[src/rtl/seg_prot_pkg.sv]
// Shared types and decode functions for the segment protection unit.
// Assumes attribute layout: rights index [11:8], memory type [20:12].
package seg_prot_pkg;

    typedef enum logic [2:0] {
        CAUSE_NONE        = 3'd0,
        CAUSE_MULTI_DATA  = 3'd1,
        CAUSE_MULTI_FETCH = 3'd2,
        CAUSE_LOAD_DENY   = 3'd3,
        CAUSE_STORE_DENY  = 3'd4,
        CAUSE_FETCH_DENY  = 3'd5
    } fault_e;

    localparam logic [31:0] ATTR_KEEP = 32'h001F_FF00;

    // Rights {R,W,X} for a rights index; user = any ring other than 0.
    function automatic logic [2:0] rights_of(input logic [3:0] idx, input logic user);
        logic [2:0] r;
        r = 3'b000;
        if (!user) begin
            case (idx)
                4'd4, 4'd12:         r = 3'b100;
                4'd5, 4'd13:         r = 3'b101;
                4'd6, 4'd9, 4'd10,
                4'd14:               r = 3'b110;
                4'd7, 4'd11, 4'd15:  r = 3'b111;
                4'd8:                r = 3'b010;
                default:             r = 3'b000;
            endcase
        end else begin
            case (idx)
                4'd8:                r = 3'b010;
                4'd9, 4'd15:         r = 3'b111;
                4'd10, 4'd12:        r = 3'b100;
                4'd11, 4'd13:        r = 3'b101;
                4'd14:               r = 3'b110;
                default:             r = 3'b000;
            endcase
        end
        return r;
    endfunction

    // Cache code from memory type: 0 bypass, 1 write-through, 2 write-back.
    function automatic logic [1:0] cache_of(input logic [8:0] mt);
        logic cached;
        cached = (mt[8:7] == 2'b11) || (mt[8:7] == 2'b10 && !mt[3]) ||
                 ((mt & 9'h18F) == 9'h089);
        if (!cached)
            return 2'd0;
        return mt[2] ? 2'd2 : 2'd1;
    endfunction

    // Fixed background attribute for slice k.
    function automatic logic [31:0] bg_attr(input int k);
        return (k % 2 == 0) ? 32'h0018_0F00 : 32'h0000_0B00;
    endfunction

endpackage

[src/rtl/seg_prot_regs.sv]
// Segment table storage: starts, attributes, enable bits and the read port.
// Assumes NUM_SEG is 2..32 so a segment number fits in five bits.
module seg_prot_regs #(
    parameter int NUM_SEG    = 8,
    parameter int ALIGN_LOG2 = 12,
    localparam int IW        = $clog2(NUM_SEG)
) (
    input  logic                      clk,
    input  logic                      rst_n,
    input  logic                      wr_valid,
    input  logic [31:0]               wr_addr_op,
    input  logic [31:0]               wr_attr_op,
    input  logic                      en_wr_valid,
    input  logic [31:0]               en_wr_data,
    input  logic                      rd_valid,
    input  logic [4:0]                rd_idx,
    output logic [NUM_SEG-1:0][31:0]  starts,
    output logic [NUM_SEG-1:0][31:0]  attrs,
    output logic [NUM_SEG-1:0]        en_q,
    output logic [31:0]               rd_start,
    output logic [31:0]               rd_attr
);
    localparam logic [31:0] ALIGN_MASK = ~((32'd1 << ALIGN_LOG2) - 32'd1);

    logic [4:0]    wr_num;
    logic          wr_hit;
    logic          rd_hit;
    logic [IW-1:0] wr_sel;
    logic [IW-1:0] rd_sel;

    // Decode the segment numbers and their range checks.
    always_comb begin
        wr_num = wr_attr_op[4:0];
        wr_hit = wr_valid && (32'(wr_num) < NUM_SEG);
        rd_hit = 32'(rd_idx) < NUM_SEG;
        wr_sel = wr_num[IW-1:0];
        rd_sel = rd_idx[IW-1:0];
    end

    // Start and attribute storage, written one segment at a time.
    always_ff @(posedge clk) begin
        if (!rst_n) begin
            starts <= '0;
            attrs  <= '0;
        end else if (wr_hit) begin
            starts[wr_sel] <= wr_addr_op & ALIGN_MASK;
            attrs[wr_sel]  <= wr_attr_op & seg_prot_pkg::ATTR_KEEP;
        end
    end

    // Enable register: bulk load first, the segment write's bit overrides it.
    always_ff @(posedge clk) begin
        if (!rst_n) begin
            en_q <= '0;
        end else begin
            if (en_wr_valid)
                en_q <= en_wr_data[NUM_SEG-1:0];
            if (wr_hit)
                en_q[wr_sel] <= wr_addr_op[0];
        end
    end

    // Registered read port, zero for numbers beyond the table.
    always_ff @(posedge clk) begin
        if (!rst_n) begin
            rd_start <= '0;
            rd_attr  <= '0;
        end else if (rd_valid) begin
            rd_start <= rd_hit ? (starts[rd_sel] | {31'd0, en_q[rd_sel]}) : 32'd0;
            rd_attr  <= rd_hit ? attrs[rd_sel] : 32'd0;
        end
    end
endmodule

[src/rtl/seg_prot_match.sv]
// Parallel range matcher over a sorted list of segment starts.
// Reports no match, several matches, and the highest matching index.
module seg_prot_match #(
    parameter int N = 8,
    localparam int IW = $clog2(N)
) (
    input  logic [N-1:0][31:0] starts,
    input  logic [31:0]        addr,
    output logic               hit_none,
    output logic               hit_multi,
    output logic [IW-1:0]      hit_idx
);
    logic [N-1:0] hit;

    // One comparator pair per segment; the last one is open-ended.
    for (genvar i = 0; i < N; i++) begin : g_cmp
        if (i == N - 1) begin : g_last
            assign hit[i] = addr >= starts[i];
        end else begin : g_mid
            assign hit[i] = (addr >= starts[i]) && (addr < starts[i+1]);
        end
    end

    // Fold the hit vector into none / multi flags and the last hit index.
    always_comb begin
        logic seen;
        seen      = 1'b0;
        hit_multi = 1'b0;
        hit_idx   = '0;
        for (int i = 0; i < N; i++) begin
            if (hit[i]) begin
                if (seen)
                    hit_multi = 1'b1;
                seen    = 1'b1;
                hit_idx = IW'(i);
            end
        end
        hit_none = !seen;
    end
endmodule

[src/rtl/seg_prot_unit.sv]
// Top of the segment protection unit: table storage, foreground and
// background lookups for access checks and probes, registered results.
// Assumes NUM_BG is a power of two of at least 2 and software keeps
// starts sorted (unsorted starts surface as multi-match faults).
module seg_prot_unit #(
    parameter int NUM_SEG    = 8,
    parameter int NUM_BG     = 4,
    parameter int ALIGN_LOG2 = 12
) (
    input  logic        clk,
    input  logic        rst_n,
    input  logic        req_valid,
    input  logic [31:0] req_addr,
    input  logic [1:0]  req_kind,
    input  logic [1:0]  req_ring,
    output logic        rsp_valid,
    output logic        rsp_allow,
    output logic [2:0]  rsp_cause,
    output logic [2:0]  rsp_rights,
    output logic [1:0]  rsp_cache,
    input  logic        wr_valid,
    input  logic [31:0] wr_addr_op,
    input  logic [31:0] wr_attr_op,
    input  logic        en_wr_valid,
    input  logic [31:0] en_wr_data,
    input  logic        rd_valid,
    input  logic [4:0]  rd_idx,
    output logic [31:0] rd_start,
    output logic [31:0] rd_attr,
    input  logic        probe_valid,
    input  logic [31:0] probe_addr,
    output logic        probe_done,
    output logic        probe_multi,
    output logic [31:0] probe_result
);
    import seg_prot_pkg::*;

    localparam int FW = $clog2(NUM_SEG);
    localparam int BW = $clog2(NUM_BG);

    logic [NUM_SEG-1:0][31:0] starts;
    logic [NUM_SEG-1:0][31:0] attrs;
    logic [NUM_SEG-1:0]       en_q;
    logic [NUM_BG-1:0][31:0]  bg_starts;
    logic [NUM_BG-1:0][31:0]  bg_attrs;

    logic          a_none, a_multi, p_none, p_multi, ab_none_u, ab_multi_u, pb_none_u, pb_multi_u;
    logic [FW-1:0] a_idx, p_idx;
    logic [BW-1:0] ab_idx, pb_idx;

    // Background slices: equal power-of-two partitions of the address space.
    for (genvar k = 0; k < NUM_BG; k++) begin : g_bg
        assign bg_starts[k] = 32'(k) << (32 - BW);
        assign bg_attrs[k]  = bg_attr(k);
    end

    seg_prot_regs #(.NUM_SEG(NUM_SEG), .ALIGN_LOG2(ALIGN_LOG2)) regs_i (
        .clk(clk), .rst_n(rst_n),
        .wr_valid(wr_valid), .wr_addr_op(wr_addr_op), .wr_attr_op(wr_attr_op),
        .en_wr_valid(en_wr_valid), .en_wr_data(en_wr_data),
        .rd_valid(rd_valid), .rd_idx(rd_idx),
        .starts(starts), .attrs(attrs), .en_q(en_q),
        .rd_start(rd_start), .rd_attr(rd_attr)
    );

    seg_prot_match #(.N(NUM_SEG)) fg_acc_i (
        .starts(starts), .addr(req_addr),
        .hit_none(a_none), .hit_multi(a_multi), .hit_idx(a_idx));
    seg_prot_match #(.N(NUM_BG)) bg_acc_i (
        .starts(bg_starts), .addr(req_addr),
        .hit_none(ab_none_u), .hit_multi(ab_multi_u), .hit_idx(ab_idx));
    seg_prot_match #(.N(NUM_SEG)) fg_prb_i (
        .starts(starts), .addr(probe_addr),
        .hit_none(p_none), .hit_multi(p_multi), .hit_idx(p_idx));
    seg_prot_match #(.N(NUM_BG)) bg_prb_i (
        .starts(bg_starts), .addr(probe_addr),
        .hit_none(pb_none_u), .hit_multi(pb_multi_u), .hit_idx(pb_idx));

    logic        a_fg_use;
    logic [31:0] a_attr;
    logic [2:0]  a_rights;
    logic        a_ok;
    fault_e      a_cause;

    // Access path: pick the attribute, decode rights and the fault cause.
    always_comb begin
        a_fg_use = !a_none && !a_multi && en_q[a_idx];
        a_attr   = a_fg_use ? attrs[a_idx] : bg_attrs[ab_idx];
        a_rights = rights_of(a_attr[11:8], req_ring != 2'd0);
        case (req_kind)
            2'd0:    a_ok = a_rights[2];
            2'd1:    a_ok = a_rights[1];
            default: a_ok = a_rights[0];
        endcase
        if (a_multi)
            a_cause = req_kind[1] ? CAUSE_MULTI_FETCH : CAUSE_MULTI_DATA;
        else if (!a_ok)
            a_cause = (req_kind == 2'd0) ? CAUSE_LOAD_DENY :
                      (req_kind == 2'd1) ? CAUSE_STORE_DENY : CAUSE_FETCH_DENY;
        else
            a_cause = CAUSE_NONE;
    end

    // Registered access response.
    always_ff @(posedge clk) begin
        if (!rst_n) begin
            rsp_valid  <= 1'b0;
            rsp_allow  <= 1'b0;
            rsp_cause  <= 3'd0;
            rsp_rights <= 3'd0;
            rsp_cache  <= 2'd0;
        end else begin
            rsp_valid <= req_valid;
            if (req_valid) begin
                rsp_allow  <= (a_cause == CAUSE_NONE);
                rsp_cause  <= a_cause;
                rsp_rights <= a_multi ? 3'd0 : a_rights;
                rsp_cache  <= a_multi ? 2'd0 : cache_of(a_attr[20:12]);
            end
        end
    end

    logic        p_fg_use;
    logic [31:0] p_word;

    // Probe path: build the report word.
    always_comb begin
        p_fg_use = !p_none && !p_multi && en_q[p_idx];
        if (p_fg_use)
            p_word = attrs[p_idx] | 32'(p_idx) | 32'h8000_0000;
        else if (p_none || p_multi)
            p_word = bg_attrs[pb_idx] | 32'h4000_0000;
        else
            p_word = bg_attrs[pb_idx] | 32'(p_idx);
    end

    // Registered probe response.
    always_ff @(posedge clk) begin
        if (!rst_n) begin
            probe_done   <= 1'b0;
            probe_multi  <= 1'b0;
            probe_result <= 32'd0;
        end else begin
            probe_done <= probe_valid;
            if (probe_valid) begin
                probe_multi  <= p_multi;
                probe_result <= p_word;
            end
        end
    end
endmodule

[config.mk]
export PLATFORM = sky130hd
export DESIGN_NAME = seg_prot_unit
export DESIGN_NICKNAME = d
export VERILOG_FILES = /design/src/rtl/seg_prot_pkg.sv /design/src/rtl/seg_prot_regs.sv /design/src/rtl/seg_prot_match.sv /design/src/rtl/seg_prot_unit.sv
export SDC_FILE = /design/constraint.sdc
export NUM_CORES = 1
export LEC_CHECK = 0
export BUFFER_PORTS_ARGS = -buffer_cell sky130_fd_sc_hd__buf_4
export CAP_MARGIN = 20
export CORE_UTILIZATION = 50
export DETAILED_ROUTE_END_ITERATION = 8
export PLACE_DENSITY_LB_ADDON = 0.15
export SETUP_SLACK_MARGIN = 0.5
export SYNTH_ARGS = -nofsm -noshare
export SYNTH_HDL_FRONTEND = slang
export SYNTH_SLANG_ARGS = --single-unit
[constraint.sdc]
create_clock -name clk -period 4.9 [get_ports clk]
set_clock_uncertainty 0.2 [all_clocks]
set_input_delay 0.49 -clock clk [delete_from_list [all_inputs] [get_ports clk]]
set_output_delay 0.49 -clock clk [all_outputs]
set_load 0.02 [all_outputs]
==> results_dict.tcl, run 1 <==
set metrics [dict create \
    status "complete, no violations" \
    synth_area_um2 24300 \
    crit_path_end_kind "register" \
    ys_async_sr_fraction_pct 0 \
    cts_num_sinks 336 \
    syn_avg_cell_area_um2 8.47 \
    firstDrtPassIters 5 \
    p_leak_uw 0.0104 \
    syn_inst 2871 \
    post_drt_wl_per_cell_um 23.9 \
    synth_area_leaders "dfxtp_1 (28%), ha_1 (16%), nand2_1 (9.6%)" \
    swShare_pct 28.8 \
    hold_violations 0 \
    nets 3463 \
    cp_max_fo 3 \
    worstMarginPinSlew_ns 1.20 \
    fin_area_um2 27200 \
    clockBufferDepth 3 \
    portBuffers 166 \
    yosysMostFrequentCell "nand2_1" \
    critPathLaunch "regs_i.starts[55]" \
    holdCritStartpoint "wr_attr_op[15]" \
    synth-edff-count 0 \
    grt_pass1_vias 21500 \
    drtIter0Drc 1872 \
    die_height_um 223 \
    cts.htree.levels 2 \
    gp_congestion 0.976 \
    maxCapViolCount 0 \
    ys_ff_latch 336 \
    via_per_inst 6.09 \
    critical_path_arrival_ns 4.56 \
    overflow 0 \
    dpl_cell_area_um2 25900 \
    netlist_top_cells_count "nand2_1 (621), dfxtp_1 (336), ha_1 (320)" \
    dp_hpwl_um 61400 \
    start_util_pct 50.8 \
    post-route-period-util_pct 87.7 \
    synth_flop_cell "dfxtp_1" \
    row_count 80 \
    synth_seq_area_share_pct 27.7 \
    clock_latency_ns 0.58 \
    areaGrowthSynthToFinish_pct 11.9 \
    r2r_cells 15 \
    period_needed_ns 4.30 \
    r2r_setup_slack_ns 0.60 \
    grt_antenna_before_repair 4 \
    hold_class "primary input to register" \
    yosys.area.top_type "dfxtp_1" \
    relSlewSlack_pct 19.8 \
    drcViolationCount 0 \
    peakVddDrop_mv 0.223 \
    rsz0062_at_grt "no" \
    p_clk_share_pct 42.2 \
    num_io_pins 284 \
    root_buffer "clkbuf_16" \
    synth_top_area_share_pct 27.7 \
    combPwrFrac_pct 16.5 \
    pwr-share-seq_pct 41.3 \
    worstSetupStartpointType "register" \
    fp.dieW_um 223 \
    cpPeakStageDelay_ns 0.51 \
    cpMaxStageDelayCell "a211oi_1" \
    cp-endpoint "rsp_cause[0]" \
    setup-tns-final_ns 0 \
    crit_path_cell_trace "inv_1, ha_1, nand4_1, a211oi_1, buf_4, o31ai_2, a21oi_1, nor2_1, mux2_4, a221oi_4, buf_4, a21oi_1, o21ai_0, o211ai_1, a31o_2" \
    finalSetupViolCount 0 \
    timing.rr.start "regs_i.starts[55]" \
    vias 21900 \
    switching_power_uw 1940 \
    cts_tree "yes" \
    power_density_nw_per_um2 248 \
    netlist-cell-type-count 87 \
    worstSetupPathType "register to register" \
    drive_gt1_share_pct 13.8 \
    design.core.area_um2 47800 \
    fmax_ghz 0.233 \
    yosysWarningCount 0 \
    numCtsBuffers 40 \
    grt_max_degree 178 \
    r2r-end "rsp_cause[0]" \
    ant_nets 0 \
    routed_wirelength_um 86300 \
    die-area_um2 49500 \
    clk_pin_slew_worst_paths_ns 0.06 \
    maxSlewViolCount 0 \
    grt_pass1_wl_um 130000 \
    cp.required_ns 5.16 \
    internal_power_uw 4820 \
    grt_usage_pct 34.4 \
]
-- what timing repair did --
| action | 4_1_cts | 5_1_grt |
|---|---|---|
| hold endpoints to repair | 1 | 0 |
| pin swaps | 0 | 4 |
| resized for setup | 2 | 27 |
| hold buffers | 1 | 0 |
| endpoints found under the setup margin | 7 | 18 |
| buffers inserted | 0 | 3 |
-- cell families after synthesis --
family	count (synthesis)	synth area share, %
AOI/OAI and AO/OA	707	20.8
adders and majority gates	322	16.5
buffers and inverters	430	7.75
DFF	336	27.7
muxes	181	11.0
other	1	0.0154
and+or+nand+nor	894	16.2
-- layout by cell type, fill, tap and decap left out, types with 8 or more instances in the layout --
cell type	synthesis	layout
ha_1	320	320
a21oi_1	93	93
a22oi_1	9	9
and2_1	49	46
mux4_2	68	68
nand2_1	621	620
nor3_1	11	10
nand4_1	41	41
and4_1	8	8
nand3_1	28	26
nor4b_1	8	8
o21a_1	23	23
clkbuf_1	124	8
mux2_2	8	8
nor2_1	60	60
o211ai_1	18	18
conb_1	1	44
o22ai_1	51	51
a31oi_1	12	12
nand2b_1	13	13
dfxtp_1	336	336
clkbuf_16	0	42
mux2i_1	104	104
a211o_1	9	9
a21boi_0	269	269
a211oi_1	17	16
a21o_1	61	60
buf_4	66	223
o211a_1	12	12
inv_1	215	215
nor2b_1	16	16
nand3b_1	9	9
o21ai_0	64	62
-- sequential cells by signal, summed over array words and instances, names as in the netlist --
register	count
rsp_allow	1
regs_i.en_q	8
regs_i.attrs	104
probe_multi	1
regs_i.rd_attr	13
probe_result	18
rsp_cause	3
regs_i.starts	160
rsp_rights	3
regs_i.rd_start	21
rsp_cache	2
rsp_valid	1
probe_done	1
-- final cells by class --
| cell class | count | area (um2) |
|---|---|---|
| Clock inverter | 10 | 68.8 |
| Antenna cell | 1 | 2.50 |
| Inverter | 215 | 807 |
| Sequential cell | 336 | 6730 |
| Clock buffer | 54 | 1140 |
| Fill cell | 4392 | 20600 |
| Timing Repair Buffer | 226 | 1700 |
| Multi-Input combinational cell | 2148 | 16000 |
| Tap cell | 615 | 769 |
-- power groups by stage --
stage / Combinational [uW] / Clock, uW / Sequential [uW]
5_1_grt: 1210 / 2970 / 2790
3_3_place_gp: 1050 / 0 / 2850
2_1_floorplan: 696 / 0 / 2860
3_5_place_dp: 1080 / 0 / 2850
4_1_cts: 1080 / 2880 / 2790
6_report: 1120 / 2850 / 2790
-- critical path: cells and delay by family, from the launching register on --
| family | cells | cell delay, ns |
|---|---|---|
| AOI/OAI and AO/OA | 8 | 2.07 |
| adders and majority gates | 1 | 0.33 |
| muxes | 1 | 0.34 |
| buffers and inverters | 3 | 0.50 |
| DFF | 1 | 0.35 |
| and+or+nand+nor | 2 | 0.40 |
-- routing by layer --
| metal | share of wire [%] | up-vias | track usage [%] |
|---|---|---|---|
| li1 | - | 10200 | - |
| met1 | 43 | 10600 | 47.0 |
| met2 | 46 | 940 | 55.8 |
| met3 | 7.9 | 163 | 4.69 |
| met4 | 3.1 | 4 | 11.5 |
| met5 | 0.027 | - | 0 |
-- through the flow --
stage | util, % | setup slack, ns | std cells | hold WS [ns] | total power [uW]
after CTS | 56.6 | 0.509 | 3601 | 0.00153 | 6760
after floorplan | - | 1.08 | 2914 | 0.253 | 3560
after global routing | 56.9 | 0.447 | 3605 | 0.0255 | 6980
after detailed placement | 54.1 | 0.0161 | 3536 | 0.271 | 3930
final | 56.9 | 0.603 | 3605 | 0.0195 | 6760
after global placement | 54.1 | -0.162 | 3535 | 0.265 | 3900
-- how the worst min path moves through the flow --
| stage | cells past startpoint | slack [ns] | end |
|---|---|---|---|
| floorplan | 2 | 0.25 | regs_i.attrs[48] |
| global placement | 2 | 0.26 | regs_i.starts[45] |
| detailed placement | 2 | 0.27 | regs_i.starts[205] |
| CTS | 3 | 0.002 | regs_i.attrs[83] |
| global route | 3 | 0.03 | regs_i.starts[116] |
| finish | 3 | 0.02 | regs_i.attrs[111] |
Note: power is estimated with default switching activity, not from simulation.
==> run 2, diff against run 1 <==
CTS_CLUSTER_SIZE = 30   (was default)
HOLD_SLACK_MARGIN = 0.06   (was default)
==> results_dict.tcl, run 2 (synthesis gave the netlist of run 1 again) <==
set metrics [dict create \
    numCtsBuffers 40 \
    timing.hold.ws_ns 0.0805 \
    top_register "regs_i.starts" \
    grt_usage_pct 34.5 \
    die-area_um2 49500 \
    fillers 4375 \
    cp.required_ns 5.16 \
    cp.buffers_inverters 2 \
    maxSlewViolCount 0 \
    fin_ws_ns 0.610 \
    seqCellArea_um2 6730 \
    cts_tree "yes" \
    gp_congestion 0.976 \
    crit_path_cell_trace "inv_1, ha_1, a21oi_1, o21ai_0, a221oi_2, o211ai_4, nor2_4, nand3_1, buf_4, mux2_2, a21oi_1, o221a_2, o21ai_0, or3_1, a41o_1" \
    post-route-period-util_pct 87.6 \
    largest_register_ffs 160 \
    maxCapViolCount 0 \
    switching_power_uw 1950 \
    clock_latency_ns 0.58 \
    drtIter0Drc 1756 \
    layout_common_cells "nand2_1 (620), dfxtp_1 (336), ha_1 (320), a21boi_0 (269), buf_4 (223)" \
    start_util_pct 50.8 \
    overflow 0 \
    relSlewSlack_pct 18.9 \
    cp_max_fo 10 \
    drive_gt1_share_pct 13.7 \
    p_clk_share_pct 42.0 \
    grt_antenna_before_repair 4 \
    worstSetupStartpointType "register" \
    setup-tns-final_ns 0 \
    cts.htree.levels 2 \
    place_ws_ns 0.0161 \
    firstDrtPassIters 5 \
    areaGrowthSynthToFinish_pct 13.5 \
    via_per_inst 6.04 \
    cpMaxStageDelayCell "a221oi_2" \
    fmax_ghz 0.233 \
    fp.dieW_um 223 \
    combPwrFrac_pct 16.8 \
    power_density_nw_per_um2 246 \
    final_common_cell "nand2_1" \
    die_height_um 223 \
    drcViolationCount 0 \
    vias 22000 \
    cpPeakStageDelay_ns 0.56 \
    worstMarginPinSlew_ns 1.22 \
    clk_pin_slew_worst_paths_ns 0.07 \
    internal_power_uw 4840 \
    worstSetupPathType "register to register" \
    multi_input_area_um2 16000 \
    swShare_pct 28.7 \
    grt_pass1_vias 21700 \
    dp_hpwl_um 61400 \
    finalSetupViolCount 0 \
    status "complete, no violations" \
    cts_num_sinks 336 \
    crit_path_end_kind "register" \
    routed_wirelength_um 86300 \
    top_regs "regs_i.starts (160), regs_i.attrs (104), regs_i.rd_start (21)" \
    row_count 80 \
    clockBufferDepth 3 \
    period_needed_ns 4.29 \
    hold_violations 0 \
    hold_class "primary input to register" \
    pwr-share-seq_pct 41.2 \
    critical_path_arrival_ns 4.55 \
    path_delay_family "compound AO/OA/AOI/OAI gates" \
    grt_pass1_wl_um 131000 \
    peakVddDrop_mv 0.235 \
    post_drt_wl_per_cell_um 23.7 \
    num_io_pins 284 \
    portBuffers 166 \
    rsz0062_at_grt "yes" \
    grt_max_degree 178 \
    p_leak_uw 0.0105 \
    design.core.area_um2 47800 \
    root_buffer "clkbuf_16" \
    nets 3499 \
    ant_nets 0 \
]
-- run 2: power by group through the flow --
stage	Sequential, uW	Clock, uW	Combinational (uW)
2_1_floorplan	2860	0	696
6_report	2790	2850	1140
5_1_grt	2790	2970	1240
3_5_place_dp	2850	0	1080
4_1_cts	2790	2880	1110
3_3_place_gp	2850	0	1050
-- run 2: path summary, 6_finish.rpt --
path | startpoint | end | cells after the start | slack, ns
setup / recovery | regs_i.starts[249] | rsp_allow | 15 | 0.61
hold / removal | en_wr_data[5] | regs_i.en_q[5] | 4 | 0.08
setup reg to reg | regs_i.starts[249] | rsp_allow | 15 | 0.61
hold reg to reg | regs_i.starts[205] | regs_i.starts[205] | 2 | 0.28
-- run 2: per-stage QoR --
stage / utilization, % / power (uW) / cell area [um2] / std cells
final: 57.7 / 6780 / 27600 / 3641
after global routing: 57.7 / 7000 / 27600 / 3641
after CTS: 57.4 / 6780 / 27400 / 3637
after detailed placement: 54.1 / 3930 / 25900 / 3536
after global placement: 54.1 / 3900 / 25900 / 3535
after floorplan: - / 3560 / 24500 / 2914
-- run 2: worst register-to-register path, stage by stage, from the launching register on --
cell and delay [ns]:
dfxtp_1 0.36, inv_1 0.09, ha_1 0.31, a21oi_1 0.15, o21ai_0 0.16, a221oi_2 0.56, o211ai_4 0.26, nor2_4 0.23
nand3_1 0.14, buf_4 0.20, mux2_2 0.26, a21oi_1 0.17, o221a_2 0.26, o21ai_0 0.19, or3_1 0.40, a41o_1 0.24
-- run 2: cell type report --
class | count | share of cell area [%]
inverters | 215 | 2.92
flip-flops and latches | 336 | 24.4
clock buffers | 54 | 4.12
well taps | 615 | 2.79
repair buffers | 262 | 7.48
clock inverters | 10 | 0.249
multi-input cells | 2148 | 58.1
diodes | 1 | 0.00907
-- run 2: timing repair --
| action | in CTS | in global routing |
|---|---|---|
| setup buffers | 0 | 3 |
| hold buffers | 37 | 0 |
| pin swaps | 0 | 5 |
| gates resized for setup | 2 | 29 |
| gates cloned | 0 | 0 |
| hold endpoints to repair | 274 | 0 |
| setup endpoints to repair | 7 | 18 |
-- run 2: layer usage --
layer	global-route usage, %	part of all wire, %	vias up
li1	-	-	10300
met1	47.0	43	10500
met2	56.1	46	1001
met5	0	0.030	-
met3	4.75	8.4	176
met4	11.6	3.1	4
==> run 3, diff against run 2 <==
CORE_ASPECT_RATIO = 1.4   (was default)
RECOVER_POWER = 100   (was default)
==> results_dict.tcl, run 3 (synthesis gave the netlist of run 1 again) <==
set metrics [dict create \
    timing.hold.ws_ns 0.0796 \
    fin_ws_ns 0.610 \
    r2r-end "probe_result[8]" \
    routed_wirelength_um 88600 \
    design.core.area_um2 48000 \
    power_density_nw_per_um2 250 \
    layout_common_cells "nand2_1 (621), dfxtp_1 (336), ha_1 (320), a21boi_0 (269), inv_1 (215)" \
    drcViolationCount 0 \
    start_util_pct 50.7 \
    holdCritStartpoint "wr_addr_op[24]" \
    hold_violations 0 \
    cts_num_sinks 336 \
    status "complete, but fails checks" \
    setup-tns-final_ns 0 \
    holdPathEnd "regs_i.starts[152]" \
    p_leak_uw 0.0102 \
    finalSetupViolCount 0 \
    die_height_um 263 \
    violations "max-capacitance violations, max-slew violations" \
    clockBufferDepth 3 \
    timing.rr.start "regs_i.starts[89]" \
    relSlewSlack_pct -76.6 \
    timing.hold.worst_path_depth 3 \
    row_count 95 \
    diodes 0 \
    place_ws_ns 0.183 \
    dr_wl_met3_um 4330 \
    fmax_ghz 0.233 \
    via_per_inst 5.99 \
    worstSetupStartpointType "register" \
    rsz0062_at_grt "no" \
    post-route-period-util_pct 87.5 \
    largest_register_ffs 160 \
    gp_congestion 0.978 \
    firstDrtPassIters 6 \
    ant_nets 0 \
    maxSlewViolCount 572 \
    root_buffer "clkbuf_16" \
    vias 21900 \
    grt_pass1_vias 22300 \
    cts.htree.levels 2 \
    numCtsBuffers 36 \
    clk_pin_slew_worst_paths_ns 0.07 \
    overflow 0 \
    worstMarginPinSlew_ns 2.65 \
    drive_gt1_share_pct 10.9 \
    topRoutingLayerUsed "met4" \
    dp_hpwl_um 64700 \
    nets 3497 \
    peakVddDrop_mv 0.279 \
    worstSetupPathType "register to register" \
    period_needed_ns 4.29 \
    grt_usage_pct 35.6 \
    post_drt_wl_per_cell_um 24.2 \
    r2r_setup_slack_ns 0.61 \
    grt_pass1_wl_um 134000 \
    fp.dieW_um 188 \
    fin_area_um2 27400 \
    met1_length_um 34700 \
    dpl_cell_area_um2 26000 \
    crit_path_end_kind "register" \
    grt_max_degree 152 \
    r2r_cells 16 \
    clock_latency_ns 0.56 \
    areaGrowthSynthToFinish_pct 12.5 \
    critical_path_arrival_ns 4.53 \
    maxCapViolCount 12 \
    die-area_um2 49500 \
    portBuffers 166 \
    cp_max_fo 6 \
    cp.required_ns 5.14 \
    num_io_pins 284 \
    grt_antenna_before_repair 0 \
    cts_tree "yes" \
    final_common_cell "nand2_1" \
    drtIter0Drc 1420 \
    top_regs "regs_i.starts (160), regs_i.attrs (104), regs_i.rd_start (21)" \
    wl_met2_um 43700 \
    top_register "regs_i.starts" \
    hold_class "primary input to register" \
]
==> run 3: cell count changes in the layout (fill, tap and decap cells not counted), moves of 3 or more <==
cell / previous run / this run
bufinv_16: 0 / 3
buf_12: 0 / 5
buf_4: 223 / 143
clkbuf_1: 8 / 81
clkbuf_8: 5 / 9
o21ai_0: 62 / 59
and2_1: 46 / 33
and2_0: 1 / 16
clkbuf_16: 42 / 37
a2111oi_0: 2 / 5
==> run 3: repair_timing <==
action                                  CTS  global route
pin swaps                                 0             3
hold buffers                             35             0
endpoints found under the setup margin    1            22
hold endpoints to repair                230             0
gates resized for setup                   1            25
buffers inserted                          0             1
==> run 3: how the worst max path moves through the flow <==
stage	slack, ns	to	startpoint
after floorplan	1.08	probe_result[31]	probe_addr[18]
after global placement	0.26	rsp_allow	req_addr[13]
after detailed placement	0.18	rsp_allow	req_addr[13]
after CTS	0.53	rsp_allow	regs_i.starts[173]
after global routing	0.29	probe_result[19]	regs_i.starts[89]
final	0.61	probe_result[8]	regs_i.starts[89]
==> run 3: through the flow <==
step                utilization (%)  total power, uW  std cells
finish                         57.0             6840       3656
detailed placement             54.2             3940       3557
floorplan                         -             3560       2914
CTS                            57.5             6870       3655
global placement               54.1             3920       3556
global route                   57.0             7100       3656
==> run 3: area by class of cell <==
| type | instances | area, um2 |
|---|---|---|
| Multi-Input combinational cell | 2148 | 15900 |
| Sequential cell | 336 | 6730 |
| Clock buffer | 52 | 1070 |
| Fill cell | 4543 | 20600 |
| Clock inverter | 11 | 173 |
| Tap cell | 630 | 788 |
| Inverter | 215 | 807 |
| Timing Repair Buffer | 264 | 1870 |
==> run 3: metal layers <==
| layer | GRT usage [%] | vias up |
|---|---|---|
| met4 | 21.6 | 0 |
| li1 | - | 10300 |
| met3 | 3.83 | 271 |
| met1 | 41.4 | 10600 |
| met2 | 62.4 | 786 |
| met5 | 0 | - |
==> run 3: critical path, cell delays in order (launching register included) <==
cell       delay (ns)
dfxtp_1          0.36
inv_1            0.09
ha_1             0.30
a21o_1           0.16
a21o_1           0.18
a21o_1           0.17
a2111oi_0        0.60
o2bb2ai_1        0.24
a311oi_1         0.26
buf_4            0.19
o211ai_1         0.16
and2_2           0.28
mux2i_1          0.14
a211o_1          0.34
a21oi_1          0.21
clkbuf_1         0.22
a21oi_1          0.09
==> run 3: where the power goes <==
part	internal, uW	total (uW)	switching, uW
Clock	1690	2930	1240
Sequential	2760	2790	26.6
Combinational	448	1130	680
Total	4900	6840	1940
